===== src/rtl/irq_route_pkg.sv =====
package irq_route_pkg;
  localparam int N_SRC    = 5;
  localparam int SRC_IO1  = 0;
  localparam int SRC_IO2  = 1;
  localparam int SRC_ETH  = 2;
  localparam int SRC_SER  = 3;
  localparam int SRC_NMI  = 4;
  localparam int N_PEND   = 8;
  localparam int LVL_W    = 3;
  localparam int VEC_W    = 8;
  localparam int VEC_BASE = 24;
  localparam int NMI_BIT  = 6;

  typedef logic [N_PEND-1:0] pend_t;

  // pending-bit index for a source; -1 = not routed to pending register
  function automatic int route_bit(input int src, input logic classic);
    int b;
    b = -1;
    if (classic) begin
      case (src)
        SRC_IO1: b = 0;
        SRC_IO2: b = 1;
        SRC_SER: b = 3;
        SRC_NMI: b = NMI_BIT;
        default: b = -1;
      endcase
    end else begin
      case (src)
        SRC_IO1: b = 5;
        SRC_IO2: b = 1;
        SRC_ETH: b = 2;
        SRC_SER: b = 3;
        SRC_NMI: b = NMI_BIT;
        default: b = -1;
      endcase
    end
    return b;
  endfunction
endpackage


===== src/rtl/irq_req_sampler.sv =====
module irq_req_sampler #(
  parameter int W = 6
) (
  input  logic         clk_i,
  input  logic         rst_ni,
  input  logic [W-1:0] lvl_i,
  output logic [W-1:0] rise_o,
  output logic [W-1:0] fall_o
);
  logic [W-1:0] samp_q, prev_q;

  always_ff @(posedge clk_i or negedge rst_ni) begin
    if (!rst_ni) begin
      samp_q <= '0;
      prev_q <= '0;
    end else begin
      samp_q <= lvl_i;
      prev_q <= samp_q;
    end
  end

  assign rise_o = samp_q & ~prev_q;
  assign fall_o = ~samp_q & prev_q;
endmodule


===== src/rtl/irq_route_map.sv =====
module irq_route_map
  import irq_route_pkg::*;
(
  input  logic             classic_i,
  input  logic [N_SRC-1:0] rise_i,
  input  logic [N_SRC-1:0] fall_i,
  output pend_t            set_o,
  output pend_t            clr_o,
  output logic             eth_byp_rise_o,
  output logic             eth_byp_fall_o
);
  logic [N_SRC-1:0][N_PEND-1:0] tgt_cls, tgt_alt, tgt;

  for (genvar s = 0; s < N_SRC; s++) begin : g_src
    for (genvar b = 0; b < N_PEND; b++) begin : g_bit
      assign tgt_cls[s][b] = (route_bit(s, 1'b1) == b);
      assign tgt_alt[s][b] = (route_bit(s, 1'b0) == b);
    end
    assign tgt[s] = classic_i ? tgt_cls[s] : tgt_alt[s];
  end

  always_comb begin
    set_o = '0;
    clr_o = '0;
    for (int s = 0; s < N_SRC; s++) begin
      if (rise_i[s]) set_o |= tgt[s];
      if (fall_i[s]) clr_o |= tgt[s];
    end
  end

  assign eth_byp_rise_o = classic_i & rise_i[SRC_ETH];
  assign eth_byp_fall_o = classic_i & fall_i[SRC_ETH];
endmodule


===== src/rtl/irq_nmi_stretch.sv =====
module irq_nmi_stretch #(
  parameter int HOLD = 12_500_000
) (
  input  logic clk_i,
  input  logic rst_ni,
  input  logic start_i,
  output logic expire_o,
  output logic active_o
);
  localparam int CW = $clog2(HOLD + 1);
  localparam logic [CW-1:0] LOAD = CW'(HOLD);

  logic [CW-1:0] cnt_q;

  always_ff @(posedge clk_i or negedge rst_ni) begin
    if (!rst_ni)             cnt_q <= '0;
    else if (start_i)        cnt_q <= LOAD;
    else if (cnt_q != '0)    cnt_q <= cnt_q - 1'b1;
  end

  assign active_o = (cnt_q != '0);
  assign expire_o = (cnt_q == CW'(1)) && !start_i;
endmodule


===== src/rtl/irq_prio_enc.sv =====
module irq_prio_enc
  import irq_route_pkg::*;
(
  input  logic             clk_i,
  input  logic             rst_ni,
  input  pend_t            pend_i,
  output logic [LVL_W-1:0] ipl_o,
  output logic [VEC_W-1:0] vector_o
);
  localparam int MAX_LVL = (1 << LVL_W) - 1;

  logic [LVL_W-1:0] lvl_d;

  always_comb begin
    lvl_d = '0;
    for (int i = 0; i < N_PEND; i++) begin
      if (pend_i[i]) lvl_d = (i + 1 > MAX_LVL) ? LVL_W'(MAX_LVL) : LVL_W'(i + 1);
    end
  end

  always_ff @(posedge clk_i or negedge rst_ni) begin
    if (!rst_ni) begin
      ipl_o    <= '0;
      vector_o <= '0;
    end else begin
      ipl_o    <= lvl_d;
      vector_o <= (lvl_d == '0) ? '0 : VEC_W'(VEC_BASE) + VEC_W'(lvl_d);
    end
  end
endmodule


===== src/rtl/irq_prio_router.sv =====
module irq_prio_router
  import irq_route_pkg::*;
#(
  parameter int NMI_HOLD = 12_500_000
) (
  input  logic             clk_i,
  input  logic             rst_ni,
  input  logic             mode_i,
  input  logic [N_SRC-1:0] req_i,
  input  logic             nmi_trig_i,
  output logic [LVL_W-1:0] ipl_o,
  output logic [VEC_W-1:0] vector_o,
  output logic             eth_bypass_o
);
  localparam int SW = N_SRC + 1;

  logic [SW-1:0]    rise, fall;
  logic             mode_q;
  pend_t            pend_q, pend_d, set_m, clr_m;
  logic             byp_rise, byp_fall, byp_q;
  logic             nmi_start, nmi_expire, nmi_active;

  irq_req_sampler #(.W(SW)) u_samp (
    .clk_i  (clk_i),
    .rst_ni (rst_ni),
    .lvl_i  ({nmi_trig_i, req_i}),
    .rise_o (rise),
    .fall_o (fall)
  );

  // mode captured alongside the request sample
  always_ff @(posedge clk_i or negedge rst_ni) begin
    if (!rst_ni) mode_q <= 1'b0;
    else         mode_q <= mode_i;
  end

  irq_route_map u_map (
    .classic_i      (mode_q),
    .rise_i         (rise[N_SRC-1:0]),
    .fall_i         (fall[N_SRC-1:0]),
    .set_o          (set_m),
    .clr_o          (clr_m),
    .eth_byp_rise_o (byp_rise),
    .eth_byp_fall_o (byp_fall)
  );

  assign nmi_start = rise[N_SRC];

  irq_nmi_stretch #(.HOLD(NMI_HOLD)) u_nmi (
    .clk_i    (clk_i),
    .rst_ni   (rst_ni),
    .start_i  (nmi_start),
    .expire_o (nmi_expire),
    .active_o (nmi_active)
  );

  always_comb begin
    pend_d = (pend_q | set_m) & ~clr_m;
    if (nmi_start)       pend_d[NMI_BIT] = 1'b1;
    else if (nmi_expire) pend_d[NMI_BIT] = 1'b0;
  end

  always_ff @(posedge clk_i or negedge rst_ni) begin
    if (!rst_ni) begin
      pend_q <= '0;
      byp_q  <= 1'b0;
    end else begin
      pend_q <= pend_d;
      if (byp_rise)      byp_q <= 1'b1;
      else if (byp_fall) byp_q <= 1'b0;
    end
  end

  assign eth_bypass_o = byp_q;

  irq_prio_enc u_enc (
    .clk_i    (clk_i),
    .rst_ni   (rst_ni),
    .pend_i   (pend_q),
    .ipl_o    (ipl_o),
    .vector_o (vector_o)
  );
endmodule


===== config.mk =====
export PLATFORM = sky130hd
export DESIGN_NAME = irq_prio_router
export DESIGN_NICKNAME = d
export VERILOG_FILES = /design/src/rtl/irq_route_pkg.sv /design/src/rtl/irq_req_sampler.sv /design/src/rtl/irq_route_map.sv /design/src/rtl/irq_nmi_stretch.sv /design/src/rtl/irq_prio_enc.sv /design/src/rtl/irq_prio_router.sv
export SDC_FILE = /design/constraint.sdc
export NUM_CORES = 1
export LEC_CHECK = 0
export BUFFER_PORTS_ARGS = -buffer_cell sky130_fd_sc_hd__clkbuf_2
export CAP_MARGIN = 20
export CORE_ASPECT_RATIO = 0.5
export CORE_MARGIN = 2
export CORE_UTILIZATION = 55
export CTS_BUF_LIST = sky130_fd_sc_hd__clkbuf_8 sky130_fd_sc_hd__clkbuf_16
export DETAILED_ROUTE_END_ITERATION = 12
export HOLD_SLACK_MARGIN = 0.15
export PLACE_DENSITY = 0.75
export SYNTH_ARGS = -nofsm -noshare
export SYNTH_HDL_FRONTEND = slang
export SYNTH_SLANG_ARGS = --single-unit

===== constraint.sdc =====
create_clock -name clk_i -period 6.6 [get_ports clk_i]
set_clock_uncertainty 0.05 [all_clocks]
set_input_delay 1.32 -clock clk_i [delete_from_list [all_inputs] [get_ports clk_i]]
set_output_delay 1.32 -clock clk_i [all_outputs]
set_load 0.02 [all_outputs]

# After elaboration in Yosys (flattened, before gate mapping)
# Cells that the tools add are included.
# classes
add_sub_neg	2
eq_ne	1
mux	27
bitwise	11
reduce_logical	6
# op_table
cell	count
24-bit 2-to-1 mux	2
24-bit by 1-bit equality test with 1-bit output (second input constant)	1
3-bit 2-to-1 mux	8
8-bit 2-to-1 mux	3
24-bit nonzero test	1
24-bit by 1-bit subtractor with 24-bit output (second input constant)	1
6-bit 2-to-1 mux	3
8-bit by 3-bit bitwise OR with 8-bit output	2
7-bit 2-to-1 mux	2
8-bit bitwise AND	1
4-bit 2-to-1 mux	2
8-bit inverter	1
8-bit bitwise OR	1
5-bit by 3-bit adder with 6-bit output (first input constant)	1
6-bit bitwise AND	1
6-bit inverter	1
5-bit bitwise AND	1
1-bit 2-to-1 mux	5
5-bit inverter	1
2-bit 2-to-1 mux	2
2-bit nonzero test	2
3-bit zero test	1
1-bit bitwise AND	2
1-bit logical AND	1
1-bit zero test	1
# word_totals
reg_bits	57
output_inout_bits	12
elab_cells	55

# Depth between registers and ports, before layout
# Gate-level depths: netlist of run 1.
# logic_depth
word_depth	12
ltp_mapped	6

# By module
# A second synthesis of run 1 with hierarchy kept.
# hier_totals
hier_cells	239
hier_area_um2	2526.2
# by_module_without_submodules
module	n_inst	cells_per_inst	area_each_um2
irq_nmi_stretch	1	141	1370.1
irq_req_sampler	1	24	405.4
irq_prio_router	1	29	334.1
irq_prio_enc	1	26	287.8
irq_route_map	1	19	128.9

# Worst setup path before layout of run 1
# OpenSTA, ideal clock, no wires.
# synth_path
path_kind	reg-to-reg
start	register u_nmi.cnt_q[18]
end	register u_nmi.cnt_q[13]
setup_time_ns	0.132
arrival_time_ns	1.949
required_time_ns	6.418
setup_slack_ns	4.469
path_stages_with_launch	7
path_buffers	1
period_less_slack_ns	2.131
path_cell_list	dfrtp_1 -> or3_4 -> or4_4 -> buf_6 -> nor3_4 -> nor3_1 -> or3b_1
# synth_between
elab_chain_cells	2
# synth_rtl
item	line_no	source
from (decl)	irq_nmi_stretch.sv:13	logic [CW-1:0] cnt_q;
from (signal assigned)	irq_nmi_stretch.sv:18	else if (cnt_q != '0) cnt_q <= cnt_q - 1'b1;
24-bit nonzero test	irq_nmi_stretch.sv:18	
2-bit nonzero test (no source line)	--	
# No other way between the ends.
# A chain may end at the register's enable or synchronous reset.

# Worst setup path after layout of run 1
# layout_path
start	register u_nmi.cnt_q[12]
end	register u_nmi.cnt_q[11]
# The elaborated chain is that of the path after synthesis.

==> results.py, run 1 <==
metrics = {
    "sta": {
        "fmax_mhz": 417,
        "fin_crit_sh_pct": 36.3,
        "hold_violations": 0,
        "setup_tns_ns": 0,
        "relSlewSlack_pct": 32.4,
        "final-max-slew-violation-count": 0,
        "rsz0062_at_grt": "false",
        "period_minus_slack_ns": 2.40,
        "max_slew.worst_pin.slew_ns": 1.01,
        "setup_viol": 0,
    },
    "clock_tree": {
        "post_cts_resized": 0,
        "clock-sinks": 51,
        "postCtsSetupBuffers": 0,
        "ctsHoldBuffers": 0,
        "htreeDepth": 2,
        "cts_buffer_depth": 2,
        "clk_pin_slew_ns": 0.09,
        "clock_latency_ns": 0.30,
        "tritoncts": "yes",
        "numCtsBuffers": 5,
        "cts-root-buf": "clkbuf_8",
    },
    "place": {
        "portBuffers": 17,
        "hpwlAfterDp_um": 2610,
        "gp_congestion": 0.853,
        "postPlaceCellArea_sq_um": 2320,
    },
    "grt": {
        "overflow": 0,
        "grt_max_degree": 52,
        "grt.total_usage_pct": 19.2,
        "grt_pass1_wl_um": 6740,
        "antenna_found_initial": 0,
        "grt_pass1_vias": 1524,
    },
    "worst_hold_path": {
        "min_path_type": "flip-flop to flip-flop",
    },
    "logic_synthesis": {
        "ys_warn_count": 0,
        "syn-mean-instance-area_sq_um": 11.3,
        "yosysTopAreaCellShare_pct": 57.9,
        "yosysSeqAreaShare_pct": 57.9,
        "synthTopCellsByCount": "51 x dfrtp_1, 21 x o21ai_0, 12 x a21oi_1, 12 x or3_1, 11 x nand3_1",
        "synthDistinctLibCells": 41,
        "synthFlopType": "dfrtp_1",
        "yosysMostFrequentCell": "dfrtp_1",
        "synthArstFlopShare_pct": 100,
        "postSynthCellCount": 195,
        "ys_ff_latch": 51,
        "synth_top_cell_by_area": "dfrtp_1",
        "synthTopCellsByArea": "dfrtp_1 58%, o21ai_0 4.8%, or3_1 3.4%",
        "synth_edf_count": 0,
        "syn_area_sq_um": 2200,
    },
    "drt": {
        "finalWirelength_um": 3780,
        "vias": 1555,
        "final_antenna_net_count": 0,
        "first_pass_iters": 4,
        "drtIter0Drc": 59,
        "post-route-drc-count": 0,
        "viasPerCell": 5.76,
        "wl_per_cell_um": 14.0,
    },
    "pwr": {
        "p_leak_nw": 0.984,
        "powerDensity_nw_per_um2": 308,
        "ir_drop_mv": 0.115,
        "power_frac_clock_pct": 30.1,
        "finalPower_uw": 752,
        "comb_power_share_pct": 17.7,
        "seqPwrFrac_pct": 52.2,
        "p_sw_uw": 228,
        "internal-power_uw": 524,
        "swShare_pct": 30.3,
    },
    "worst_setup_path": {
        "startpoint": "u_nmi.cnt_q[12]",
        "rr_worst_depth": 5,
        "cp-end-kind": "flip-flop",
        "cp_max_fo": 9,
        "r2r_end": "u_nmi.cnt_q[11]",
        "crit_required_ns": 6.72,
        "crit_path_start_kind": "flip-flop",
        "worstSetupEndpoint": "u_nmi.cnt_q[11]",
        "reg2reg_from": "u_nmi.cnt_q[12]",
        "worstSetupPathType": "flip-flop to flip-flop",
        "reg2reg_slack_ns": 4.20,
        "crit_arrival_ns": 2.51,
    },
    "layout": {
        "nets": 227,
        "antenna_cells": 0,
        "seq_area_sq_um": 1280,
        "fillers": 324,
        "area_growth_pct": 10.9,
        "drive_above_1_share_pct": 17.1,
        "finalInstanceArea_sq_um": 2440,
        "multiInputGateArea_sq_um": 856,
    },
    "floorplanning": {
        "pin_count": 21,
        "start_util_pct": 57.0,
        "core-area_sq_um": 3860,
        "die_h_um": 48.8,
        "fp.dieArea_sq_um": 4560,
        "rows": 16,
        "die_w_um": 93.5,
    },
    "job": {
        "cap_violations": 0,
    },
    "status": {
        "status": "completed",
    },
}
flip-flops by register name, indices dropped and copies added, names as in the netlist:
name	cells
u_nmi.cnt_q	24
pend_q	6
u_samp.prev_q	6
u_samp.samp_q	6
u_enc.vector_o	4
u_enc.ipl_o	3
eth_bypass_o	1
mode_q	1
critical path: stages (launching register included):
cell     delay, ns
dfrtp_1       0.41
nor4_1        0.59
nand4_2       0.34
o31ai_2       0.58
or4b_2        0.22
nand3_1       0.06
logic make-up (layout without fill, tap and decap cells):
kind of cell	after synthesis	in the layout	synth area share [%]
compound gates	52	52	14.9
xor+xnor	5	5	1.99
fa+ha+maj	6	6	3.07
buf+inv	15	34	3.58
flops	51	51	57.9
other cells	1	3	0.170
simple gates	65	65	18.4
layer usage:
| metal | GRT usage (%) | share of wire (%) | vias to the layer above |
|---|---|---|---|
| li1 | - | - | 758 |
| met3 | 5.45 | 5.5 | 7 |
| met2 | 32.0 | 47 | 41 |
| met4 | 7.84 | 1.8 | 0 |
| met1 | 23.7 | 45 | 749 |
| met5 | 0 | 0 | - |
worst min path at each step:
stage	start	to	slack, ns	depth (start not counted)
after floorplan	u_samp.samp_q[1]	u_samp.prev_q[1]	0.31	0
after global placement	u_samp.samp_q[1]	u_samp.prev_q[1]	0.31	0
after detailed placement	u_samp.samp_q[1]	u_samp.prev_q[1]	0.32	0
after CTS	u_samp.samp_q[1]	u_samp.prev_q[1]	0.34	0
after global routing	u_samp.samp_q[4]	u_samp.prev_q[4]	0.34	0
final	u_samp.samp_q[4]	u_samp.prev_q[4]	0.34	0
power by group through the flow:
stage / Clock [mW] / Sequential, mW / Combinational, mW
detailed placement: 0 / 0.396 / 0.132
floorplan: 0 / 0.391 / 0.0956
CTS: 0.232 / 0.391 / 0.133
finish: 0.226 / 0.392 / 0.133
global placement: 0 / 0.394 / 0.127
global route: 0.245 / 0.400 / 0.156
per-stage QoR:
stage	utilization, %	setup slack, ns	std cells	hold WS [ns]
3_5_place_dp	60.1	4.24	262	0.320
4_1_cts	63.2	4.22	270	0.340
2_1_floorplan	-	4.47	197	0.306
5_1_grt	63.2	3.98	270	0.344
3_3_place_gp	60.1	4.29	262	0.312
6_report	63.2	4.20	270	0.336
placed cells by master, fill, tap and decap left out, types with 2 or more instances in the layout:
cell type  count
nand2_1        3
o21ai_0       21
nand3_1       11
nor4_1         4
inv_1          8
nand4_1        2
ha_1           3
maj3_1         3
o211ai_2       2
nor2_1        10
or3b_1         2
o31ai_1        7
o21ai_1        2
or3_1         12
xor2_1         4
o31ai_2        2
nor3_1         4
dfrtp_1       51
or4_1          5
o41ai_1        3
a21oi_1       12
clkbuf_2      17
conb_1         3
clkbuf_8       6
layout make-up:
type / count / share of cell area [%]
Clock buffer: 6 / 3.38
Clock inverter: 2 / 1.59
Inverter: 8 / 1.23
Multi-Input combinational cell: 131 / 35.0
Sequential cell: 51 / 52.2
Tap cell: 54 / 2.76
Timing Repair Buffer: 18 / 3.79
Power figures use the tool's default switching activity.
==> run 2: changes to the inputs <==
==> constraint.sdc (replaced) <==
create_clock -name clk_i -period 2.32 [get_ports clk_i]
set_clock_uncertainty 0.05 [all_clocks]
set_input_delay 0.464 -clock clk_i [delete_from_list [all_inputs] [get_ports clk_i]]
set_output_delay 0.464 -clock clk_i [all_outputs]
set_load 0.02 [all_outputs]
==> run 2 against run 1 <==
Total power increased to 2.7 times the previous value. Setup slack got worse by 4.1 ns. Core utilization increased by 2.1 points. Routed wire length increased by 1.9%. Hold slack got worse by 0.13 ns. Combinational power increased to 3.4 times the previous value. Final cell count increased by 4.4%. Global-route usage increased by 0.80 points. Register-to-register slack got worse by 4.1 ns. Clock power increased by 120%. Sequential cell count unchanged. Maximum frequency increased by 9.6%. Largest cell class unchanged. Highest routed layer unchanged.
==> results.py, run 2 (same netlist as run 1, synthesis figures left out) <==
metrics = {
    "place": {
        "portBuffers": 17,
        "hpwlAfterDp_um": 2770,
        "gp_congestion": 0.785,
        "postPlaceCellArea_sq_um": 2420,
        "preCtsSetupSlack_ns": 0.156,
        "dpl.cell_count": 274,
    },
    "worst_setup_path": {
        "rr_worst_depth": 5,
        "cp-end-kind": "flip-flop",
        "cp_cell_sequence": "or3_4, or4_4, o211ai_2, nor3_1, or3b_1",
        "cp_max_fo": 11,
        "worstSetupPathType": "flip-flop to flip-flop",
        "cp_slowest_cell": "or4_4",
        "crit_required_ns": 2.46,
        "crit_path_start_kind": "flip-flop",
        "reg2reg_slack_ns": 0.13,
        "startpoint": "u_nmi.cnt_q[18]",
        "crit_arrival_ns": 2.32,
        "r2r_end": "u_nmi.cnt_q[20]",
        "reg2reg_from": "u_nmi.cnt_q[18]",
        "slowest_delay_ns": 0.53,
    },
    "floorplanning": {
        "die_w_um": 93.5,
        "rows": 16,
        "die_h_um": 48.8,
        "start_util_pct": 57.0,
        "pin_count": 21,
        "core-area_sq_um": 3860,
        "fp.dieArea_sq_um": 4560,
    },
    "layout": {
        "drive_above_1_share_pct": 21.5,
        "layout.cells.non_filler": 282,
        "largest_reg_flops": 24,
        "nets": 240,
        "regMostFlops": "u_nmi.cnt_q",
        "final_cell_mix": "51 x dfrtp_1, 21 x o21ai_0, 17 x clkbuf_2",
        "layout_commonest_cell": "dfrtp_1",
        "antenna_cells": 0,
        "final_util_pct": 65.3,
        "finalInstanceArea_sq_um": 2520,
        "area_growth_pct": 14.5,
    },
    "clock_tree": {
        "clock-sinks": 51,
        "postCtsSetupBuffers": 0,
        "clk_pin_slew_ns": 0.10,
        "tritoncts": "yes",
        "numCtsBuffers": 5,
        "clock_latency_ns": 0.30,
        "cts_buffer_depth": 2,
        "htreeDepth": 2,
        "cts-root-buf": "clkbuf_8",
    },
    "drt": {
        "first_pass_iters": 4,
        "vias": 1584,
        "finalWirelength_um": 3850,
        "drtIter0Drc": 50,
        "post-route-drc-count": 0,
        "viasPerCell": 5.62,
        "final_antenna_net_count": 0,
        "wl_per_cell_um": 13.7,
    },
    "sta": {
        "relSlewSlack_pct": 58.3,
        "final-max-slew-violation-count": 0,
        "setup_viol": 0,
        "setup_tns_ns": 0,
        "max_slew.worst_pin.slew_ns": 0.626,
        "rsz0062_at_grt": "false",
        "fmax_mhz": 457,
        "holdWs_ns": 0.210,
        "setup_ws_ns": 0.134,
        "hold_violations": 0,
        "period_minus_slack_ns": 2.19,
        "fin_crit_sh_pct": 94.2,
    },
    "grt": {
        "antenna_found_initial": 0,
        "grt_pass1_wl_um": 7160,
        "grt_pass1_vias": 1613,
        "overflow": 0,
        "grt_max_degree": 29,
        "grt.total_usage_pct": 20.0,
    },
    "pwr": {
        "finalPower_mw": 2.05,
        "p_leak_nw": 1.04,
        "ir_drop_mv": 0.287,
        "powerDensity_nw_per_um2": 813,
    },
    "worst_hold_path": {
        "holdPathStages": 1,
        "holdPathEnd": "u_samp.samp_q[5]",
        "min_path_type": "primary input to flip-flop",
        "min_from": "nmi_trig_i",
    },
    "job": {
        "cap_violations": 0,
    },
    "status": {
        "status": "completed",
    },
}
## run 2: worst max path at each step
stage | slack [ns] | depth (start not counted) | end
2_1_floorplan | 0.19 | 6 | u_nmi.cnt_q[13]
3_3_place_gp | 0.20 | 5 | u_nmi.cnt_q[20]
3_5_place_dp | 0.16 | 5 | u_nmi.cnt_q[20]
4_1_cts | 0.14 | 5 | u_nmi.cnt_q[20]
5_1_grt | 0.01 | 5 | u_nmi.cnt_q[6]
6_report | 0.13 | 5 | u_nmi.cnt_q[20]
## run 2: repair_timing
item / 4_1_cts / 5_1_grt
setup endpoints to repair: 0 / 2
resized for setup: 0 / 1
endpoints found under the hold margin: 7 / 0
hold buffers: 1 / 0
## run 2: final cells by class
class | count | area (sq um)
clock inverters | 2 | 13.8
repair buffers | 31 | 205
inverters | 8 | 30.0
flip-flops and latches | 51 | 1280
fillers | 284 | 1340
well taps | 54 | 67.6
multi-input cells | 131 | 862
clock buffers | 5 | 68.8
## run 2: power breakdown
part / total [mW] / switching (mW) / internal [mW]
logic: 0.458 / 0.261 / 0.197
registers: 1.11 / 0.110 / 0.997
clock network: 0.487 / 0.280 / 0.207
total: 2.05 / 0.651 / 1.40
## run 2: worst max-delay path: cells and delay by family, from the launching register on
| family | cells | cell delay (ns) |
|---|---|---|
| AO/OA/AOI/OAI | 1 | 0.25 |
| flip-flops | 1 | 0.40 |
| AND/OR/NAND/NOR | 4 | 1.37 |
## run 2: routing by layer
layer,vias to the layer above,share of wire [%],wire length (um),GRT usage (%)
met2,31,46,1760,32.1
met3,4,4.1,159,5.45
met5,-,0,0,0
met4,0,0.75,29,4.41
li1,780,-,-,-
met1,769,49,1900,27.5
